`src/rtl/irq_unit_pkg.sv`:
```
package irq_unit_pkg;
  localparam int DATA_W = 8;
  localparam int N_EXT  = 4;
  localparam int N_BUF  = 4;
  localparam int MASK_W = N_EXT + N_BUF;
  localparam int N_SRC  = 5;
  localparam logic [MASK_W-1:0] MASK_RST = '1;

  // source bit positions (firmware decodes these)
  localparam int SB_WAKE  = 0;
  localparam int SB_OVRN  = 1;
  localparam int SB_ALLOC = 2;
  localparam int SB_SOF   = 3;
  localparam int SB_EOT   = 4;
endpackage

```
`src/rtl/irq_mask_bank.sv`:
```
module irq_mask_bank #(
  parameter int W = 8,
  parameter logic [W-1:0] RST_VAL = '1
) (
  input  logic         clk,
  input  logic         rst_n,
  input  logic         wr_en,
  input  logic [W-1:0] wdata,
  output logic [W-1:0] mask_q
);
  always_ff @(posedge clk or negedge rst_n) begin
    if (!rst_n)     mask_q <= RST_VAL;
    else if (wr_en) mask_q <= wdata;
  end
endmodule

```
`src/rtl/irq_evt_qualify.sv`:
```
module irq_evt_qualify
  import irq_unit_pkg::*;
(
  input  logic             clk,
  input  logic             rst_n,
  input  logic             eng_busy,
  input  logic             sof_tok_ok,
  input  logic             frame_cnt_wr,
  input  logic             alloc_done,
  input  logic             alloc_by_hw,
  input  logic             rx_overrun,
  input  logic             wake_lvl,
  output logic [N_SRC-1:0] set_vec
);
  logic busy_d, wake_d, sof_armed;

  always_ff @(posedge clk or negedge rst_n) begin
    if (!rst_n) begin
      busy_d    <= 1'b0;
      wake_d    <= 1'b0;
      sof_armed <= 1'b0;
    end else begin
      busy_d <= eng_busy;
      wake_d <= wake_lvl;
      if (sof_tok_ok)        sof_armed <= 1'b1;
      else if (frame_cnt_wr) sof_armed <= 1'b0;
    end
  end

  always_comb begin
    set_vec           = '0;
    set_vec[SB_EOT]   = busy_d & ~eng_busy;
    set_vec[SB_SOF]   = frame_cnt_wr & sof_armed;
    set_vec[SB_ALLOC] = alloc_done & ~alloc_by_hw;
    set_vec[SB_OVRN]  = rx_overrun;
    set_vec[SB_WAKE]  = wake_lvl & ~wake_d;
  end
endmodule

```
`src/rtl/irq_src_bank.sv`:
```
module irq_src_bank #(
  parameter int N = 5
) (
  input  logic         clk,
  input  logic         rst_n,
  input  logic [N-1:0] set_vec,
  input  logic [N-1:0] clr_vec,
  output logic [N-1:0] src_q
);
  for (genvar i = 0; i < N; i++) begin : g_bit
    always_ff @(posedge clk or negedge rst_n) begin
      if (!rst_n)          src_q[i] <= 1'b0;
      else if (set_vec[i]) src_q[i] <= 1'b1;  // event beats clear
      else if (clr_vec[i]) src_q[i] <= 1'b0;
    end
  end
endmodule

```
`src/rtl/irq_combine.sv`:
```
module irq_combine #(
  parameter int MW = 8,
  parameter int SW = 5
) (
  input  logic          clk,
  input  logic          rst_n,
  input  logic [MW-1:0] req,
  input  logic [MW-1:0] mask,
  input  logic [SW-1:0] src,
  output logic          irq_q
);
  logic any_req;
  assign any_req = (|(req & ~mask)) | (|src);

  always_ff @(posedge clk or negedge rst_n) begin
    if (!rst_n) irq_q <= 1'b0;
    else        irq_q <= any_req;
  end
endmodule

```
`src/rtl/irq_mask_src_unit.sv`:
```
module irq_mask_src_unit
  import irq_unit_pkg::*;
#(
  parameter int ADDR_W   = 2,
  parameter int MASK_ADR = 0,
  parameter int SRC_ADR  = 1
) (
  input  logic              clk,
  input  logic              rst_n,
  input  logic              reg_wr,
  input  logic [ADDR_W-1:0] reg_addr,
  input  logic [DATA_W-1:0] reg_wdata,
  output logic [DATA_W-1:0] reg_rdata,
  input  logic [N_EXT-1:0]  ext_irq,
  input  logic [N_BUF-1:0]  buf_evt,
  input  logic              eng_busy,
  input  logic              sof_tok_ok,
  input  logic              frame_cnt_wr,
  input  logic              alloc_done,
  input  logic              alloc_by_hw,
  input  logic              rx_overrun,
  input  logic              wake_lvl,
  output logic              irq_out
);
  localparam logic [ADDR_W-1:0] A_MASK = ADDR_W'(MASK_ADR);
  localparam logic [ADDR_W-1:0] A_SRC  = ADDR_W'(SRC_ADR);

  logic              sel_mask, sel_src;
  logic [MASK_W-1:0] mask_q, req_vec;
  logic [N_SRC-1:0]  src_q, set_vec, clr_vec;

  assign sel_mask = (reg_addr == A_MASK);
  assign sel_src  = (reg_addr == A_SRC);
  assign req_vec  = {ext_irq, buf_evt};
  assign clr_vec  = (reg_wr && sel_src) ? reg_wdata[N_SRC-1:0] : '0;

  irq_mask_bank #(.W(MASK_W), .RST_VAL(MASK_RST)) u_mask (
    .clk(clk), .rst_n(rst_n), .wr_en(reg_wr && sel_mask),
    .wdata(reg_wdata[MASK_W-1:0]), .mask_q(mask_q)
  );

  irq_evt_qualify u_qual (
    .clk(clk), .rst_n(rst_n), .eng_busy(eng_busy), .sof_tok_ok(sof_tok_ok),
    .frame_cnt_wr(frame_cnt_wr), .alloc_done(alloc_done),
    .alloc_by_hw(alloc_by_hw), .rx_overrun(rx_overrun),
    .wake_lvl(wake_lvl), .set_vec(set_vec)
  );

  irq_src_bank #(.N(N_SRC)) u_src (
    .clk(clk), .rst_n(rst_n), .set_vec(set_vec), .clr_vec(clr_vec),
    .src_q(src_q)
  );

  irq_combine #(.MW(MASK_W), .SW(N_SRC)) u_comb (
    .clk(clk), .rst_n(rst_n), .req(req_vec), .mask(mask_q), .src(src_q),
    .irq_q(irq_out)
  );

  always_comb begin
    reg_rdata = '0;
    if (sel_mask)     reg_rdata[MASK_W-1:0] = mask_q;
    else if (sel_src) reg_rdata[N_SRC-1:0]  = src_q;
  end
endmodule

```
`config.mk`:
```
export PLATFORM = sky130hd
export DESIGN_NAME = irq_mask_src_unit
export DESIGN_NICKNAME = d
export VERILOG_FILES = /design/src/rtl/irq_unit_pkg.sv /design/src/rtl/irq_mask_bank.sv /design/src/rtl/irq_evt_qualify.sv /design/src/rtl/irq_src_bank.sv /design/src/rtl/irq_combine.sv /design/src/rtl/irq_mask_src_unit.sv
export SDC_FILE = /design/constraint.sdc
export NUM_CORES = 1
export LEC_CHECK = 0
export BUFFER_PORTS_ARGS = -buffer_cell sky130_fd_sc_hd__buf_4
export CAP_MARGIN = 20
export CELL_PAD_IN_SITES_DETAIL_PLACEMENT = 1
export CELL_PAD_IN_SITES_GLOBAL_PLACEMENT = 1
export CORE_UTILIZATION = 37
export CTS_BUF_LIST = sky130_fd_sc_hd__clkbuf_8 sky130_fd_sc_hd__clkbuf_16
export CTS_CLUSTER_DIAMETER = 50
export DETAILED_ROUTE_END_ITERATION = 10
export PLACE_DENSITY_LB_ADDON = 0.1
export SYNTH_ARGS = -nofsm -noshare
export SYNTH_HDL_FRONTEND = slang
export SYNTH_SLANG_ARGS = --single-unit
```
`constraint.sdc`:
```
create_clock -name clk -period 3.5 [get_ports clk]
set_clock_uncertainty 0.2 [all_clocks]
set_input_delay 0 -clock clk [delete_from_list [all_inputs] [get_ports clk]]
set_output_delay 0 -clock clk [all_outputs]
set_load 0.05 [all_outputs]
```
==> Word level (Yosys, flattened, before mapping) <==
Cells that the tools add are included.
W data, S select, Z words.
{ "op_classes": {"n_eq_ne": 1, "mux": 16, "n_bitwise": 10, "n_reduce_logical": 11} }
{ "ops": {"columns": ["operator", "count"], "rows": [
  ["$mux W5", 3],
  ["$mux W1", 12],
  ["$reduce_bool A2 Y1", 6],
  ["$and A8 B8 Y8", 1],
  ["$not A8 Y8", 1],
  ["$reduce_or A8 Y1", 1],
  ["$reduce_or A5 Y1", 1],
  ["$and A1 B1 Y1", 4],
  ["$mux W3", 1],
  ["$not A1 Y1", 3],
  ["$eq A2 B1 Y1 const B", 1],
  ["$logic_and A1 B1 Y1", 2],
  ["$logic_not A2 Y1", 1],
  ["$or A1 B1 Y1", 1]
]} }
{ "word_totals": {"reg_bits": 17} }

==> Depth between registers and ports, before layout <==
{ "logic_depth": {"depth_word": 5, "mapped_depth": 5, "mapped_depth_nobuf": 3} }

==> Hierarchy <==
A second synthesis with hierarchy kept.
{ "hier_totals": {"cells_unflattened": 78, "area_unflattened_um2": 902.1} }
{ "modules_own_cells": {"columns": ["module", "instances", "cells_each", "area_each_um2", "seq_area_each_um2"], "rows": [
  ["irq_mask_bank", 1, 17, 341.6, 210.2],
  ["irq_src_bank", 1, 15, 181.4, 125.1],
  ["irq_mask_src_unit", 1, 22, 148.9, 0.0],
  ["irq_evt_qualify", 1, 10, 120.1, 75.1],
  ["irq_combine", 1, 14, 110.1, 25.0]
]} }

==> Worst setup path after synthesis <==
No wires, ideal clock.
{ "synth_path": {"path_kind": "register to output", "startpoint": "reg u_mask.mask_q[6]", "endpoint": "out reg_rdata[6]", "arrival_ns": 1.665, "required_ns": 3.300, "path_slack_ns": 1.635, "stages_incl_launch_ff": 2, "n_path_buf": 0, "cell_sequence": "dfstp_2 > nor3b_1"} }
{ "synth_via": {"elab_chain_cells": 1} }
{ "synth_lines": {"columns": ["element", "line_no", "text"], "rows": [
  ["start: declaration", "irq_mask_bank.sv:9", "output logic [W-1:0] mask_q"],
  ["start signal: assignment", "irq_mask_bank.sv:13", "else if (wr_en) mask_q <= wdata;"],
  ["$mux W3", "irq_mask_src_unit.sv:61", "if (sel_mask) reg_rdata[MASK_W-1:0] = mask_q;"],
  ["end: declaration", "irq_mask_src_unit.sv:13", "output logic [DATA_W-1:0] reg_rdata,"]
]} }
No other way between the ends.

==> Worst setup path after layout <==
{ "layout_path": {"startpoint": "reg u_mask.mask_q[0]", "endpoint": "reg u_comb.irq_q"} }
{ "layout_via": {"elab_chain_cells": 4} }
{ "layout_lines": {"columns": ["element", "line_no", "text"], "rows": [
  ["$not A8 Y8", "irq_combine.sv:13", "assign any_req = (|(req & ~mask)) | (|src);"],
  ["$and A8 B8 Y8", "irq_combine.sv:13", null],
  ["$reduce_or A8 Y1", "irq_combine.sv:13", null],
  ["$or A1 B1 Y1", "irq_combine.sv:13", null],
  ["net u_comb.any_req", "irq_combine.sv:12", "logic any_req;"],
  ["end signal: assignment", "irq_combine.sv:17", "else irq_q <= any_req;"],
  ["end: declaration", "irq_combine.sv:10", "output logic irq_q"]
]} }
The timed path passes the listed nets, and every way through them passes these cells.
A chain may end at the register's enable or synchronous reset.

==> results.tsv <==
metric	value	unit
outcome	finished, final reports clean	
post-synthesis xor/xnor area fraction	0	%
Yosys warning total	0	
placer congestion estimate	0.743	
Critical Path AT	2600	ps
worst hold-check path type	input port to flop	
Avg Vias per Cell	4.99	
sequential-to-total area share from yosys stat	51.3	%
Final period util	76.3	%
Setup crit end kind	flop	
gr ovfl total	0	
met3 GRT Util	4.01	%
Slew @ Worst Pin	622	ps
I/O Pins	37	
GRT Overall Usage	26.1	%
type of origin of the critical path	flop	
Clock transition at path regs	70	ps
Fill cells	223	
Syn Area/Cell	11.3	um^2
Area Growth Syn to Fin	67.9	%
CTS buffer count	3	
Cell Area, Synth	850	um^2
row count	16	
Fin Setup TNS	0	ps
footprint of the multi-input gates	350	um^2
post-synthesis adder-cell area fraction	0	%
Tmin final	2670	ps
first-pass GRT wire length	4690	um
post-place setup slack	1950	ps
total wire length	2790	um
crit-path max FO	3	
critical path class	flop to flop	
max_cap viols	0	
R2R depth	5	
met2 Resource Use GR	47.1	%
via count	823	
Remaining DRCs	0	
die footprint	0.00249	mm^2
IO Port Bufs	36	
largest family of logic cells by synthesized area	simple AND/OR/NAND/NOR gates	
Initial Utilization	41.2	%
Avg WL per Cell	16.9	um
initial antenna violation count	0	
Crit path required time	3440	ps
RSZ-0062 raised after global routing	no	
drt pass-1 iters	5	
post_cts resized	0	
H-tree level count	1	
Post-CTS Setup Inserts	0	
vias in the first global route	938	
final setup fails	0	
Synth area leader	dfrtp_1	
ANT cells	0	
top-area cell type share of the netlist area	26.5	%
power density cells	393	mW/mm^2
Clock Latency Late Sink	250	ps
most frequent cells in the layout	buf_4 (36), dlygate4sd3_1 (26), nand2_1 (9), dfrtp_1 (9)	
CTS tree	built	
worst IR drop on VDD	221	uV
Distinct cells, synth	24	
final max-slew violation count	0	
Final #Nets	167	
most common cell after layout, fill and taps aside	buf_4	
mux cell area share after synthesis	12.1	%
P_leak	0.000653	uW
die width	49.9	um
DRT antenna net count	0	
maximum clock frequency	375	MHz
Post-Synthesis Net Count	103	
core box area	0.00206	mm^2
Clock Path Buffers	2	
initial drt markers	17	
largest cells by area after synthesis	dfrtp_1 (27%), dfstp_2 (25%), mux2i_1 (5.9%)	
CTS Sinks	17	
synthesized flop and latch total	17	
hold_buf cts	26	
Die H	49.9	um
storage element area	435	um^2
Hold Path Depth	3	
Slew HR	58.5	%
Setup WS post-layout	831	ps
post-synthesis simple-gate area fraction	18.4	%
Hold Vio Cnt, Final	0	
largest net degree at the start of global routing	13	
GR peak layer	met2	
detailed placer's ending HPWL	1560	um
grt met1 use	31.6	%
Root Buffer	clkbuf_8	
Syn Inst Count	75	
post-synthesis compound-gate area fraction	10.8	%
share of cells above drive strength 1	42.0	%
[registers in the layout, indices dropped and copies added, names as in the netlist]
register / cells
u_mask.mask_q: 8
u_qual.busy_d: 1
u_comb.irq_q: 1
u_src.src_q: 5
u_qual.wake_d: 1
u_qual.sof_armed: 1
[Yosys cell counts (all sizes together)]
library cell,n
dfstp,8
or4,1
a222oi,1
o21ai,4
nor3,3
mux2,4
nor2,5
and2b,4
nor3b,2
a21o,2
a22o,4
inv,8
nand3,1
and3b,1
mux2i,5
a2111oi,1
nand2,9
dfrtp,9
buf,3
[path summary, 6_finish.rpt]
| check | endpoint | start | slack, ps |
|---|---|---|---|
| hold / removal | u_mask.mask_q[3] | reg_addr[1] | 30 |
| setup reg to reg | u_comb.irq_q | u_mask.mask_q[0] | 830 |
| hold reg to reg | u_src.src_q[4] | u_qual.busy_d | 290 |
| setup / recovery | u_comb.irq_q | u_mask.mask_q[0] | 830 |
| max in group asynchronous | u_src.src_q[4] | rst_n | 2070 |
| min in group asynchronous | u_mask.mask_q[7] | rst_n | 110 |
[per-stage QoR]
stage | instances | instance area [um^2] | hold WS [ps] | total power [uW] | utilization (%)
2_1_floorplan | 75 | 850 | -496 | 331 | -
3_3_place_gp | 135 | 1120 | -323 | 380 | 54.3
3_5_place_dp | 135 | 1120 | -321 | 385 | 54.3
4_1_cts | 165 | 1430 | 28.6 | 558 | 69.2
5_1_grt | 165 | 1430 | 75.1 | 586 | 69.2
6_report | 165 | 1430 | 33.1 | 561 | 69.2
[cells by family (layout without fill, tap and decap cells)]
| family | count (synthesis) | after routing |
|---|---|---|
| flops | 17 | 17 |
| buf+inv | 11 | 74 |
| compound gates | 12 | 12 |
| simple gates | 26 | 26 |
| mux | 9 | 9 |
[final cells by class]
cell class / count / share of cell area (%)
Multi-Input combinational cell: 47 / 24.6
Clock inverter: 1 / 0.351
Timing Repair Buffer: 62 / 37.2
Sequential cell: 17 / 30.5
Inverter: 8 / 2.11
Clock buffer: 3 / 2.89
Tap cell: 27 / 2.37
[report_power, final]
group | total [uW] | switching [uW] | internal (uW)
registers | 247 | 15.4 | 232
logic | 163 | 81.0 | 81.6
clock network | 152 | 72.5 | 79.0
total | 561 | 169 | 392
[worst max-delay path: stages (launching register included)]
cell	delay, ps
dfstp_2	540
and2b_1	180
a2111oi_1	370
dlygate4sd3_1	600
nand3_1	80
dlygate4sd3_1	580
[layer usage]
layer,vias to the layer above,share of wire (%)
met4,0,0.39
met1,404,43
li1,381,-
met5,-,0
met3,2,4.5
met2,36,52
(Power assumes the default switching activity.)
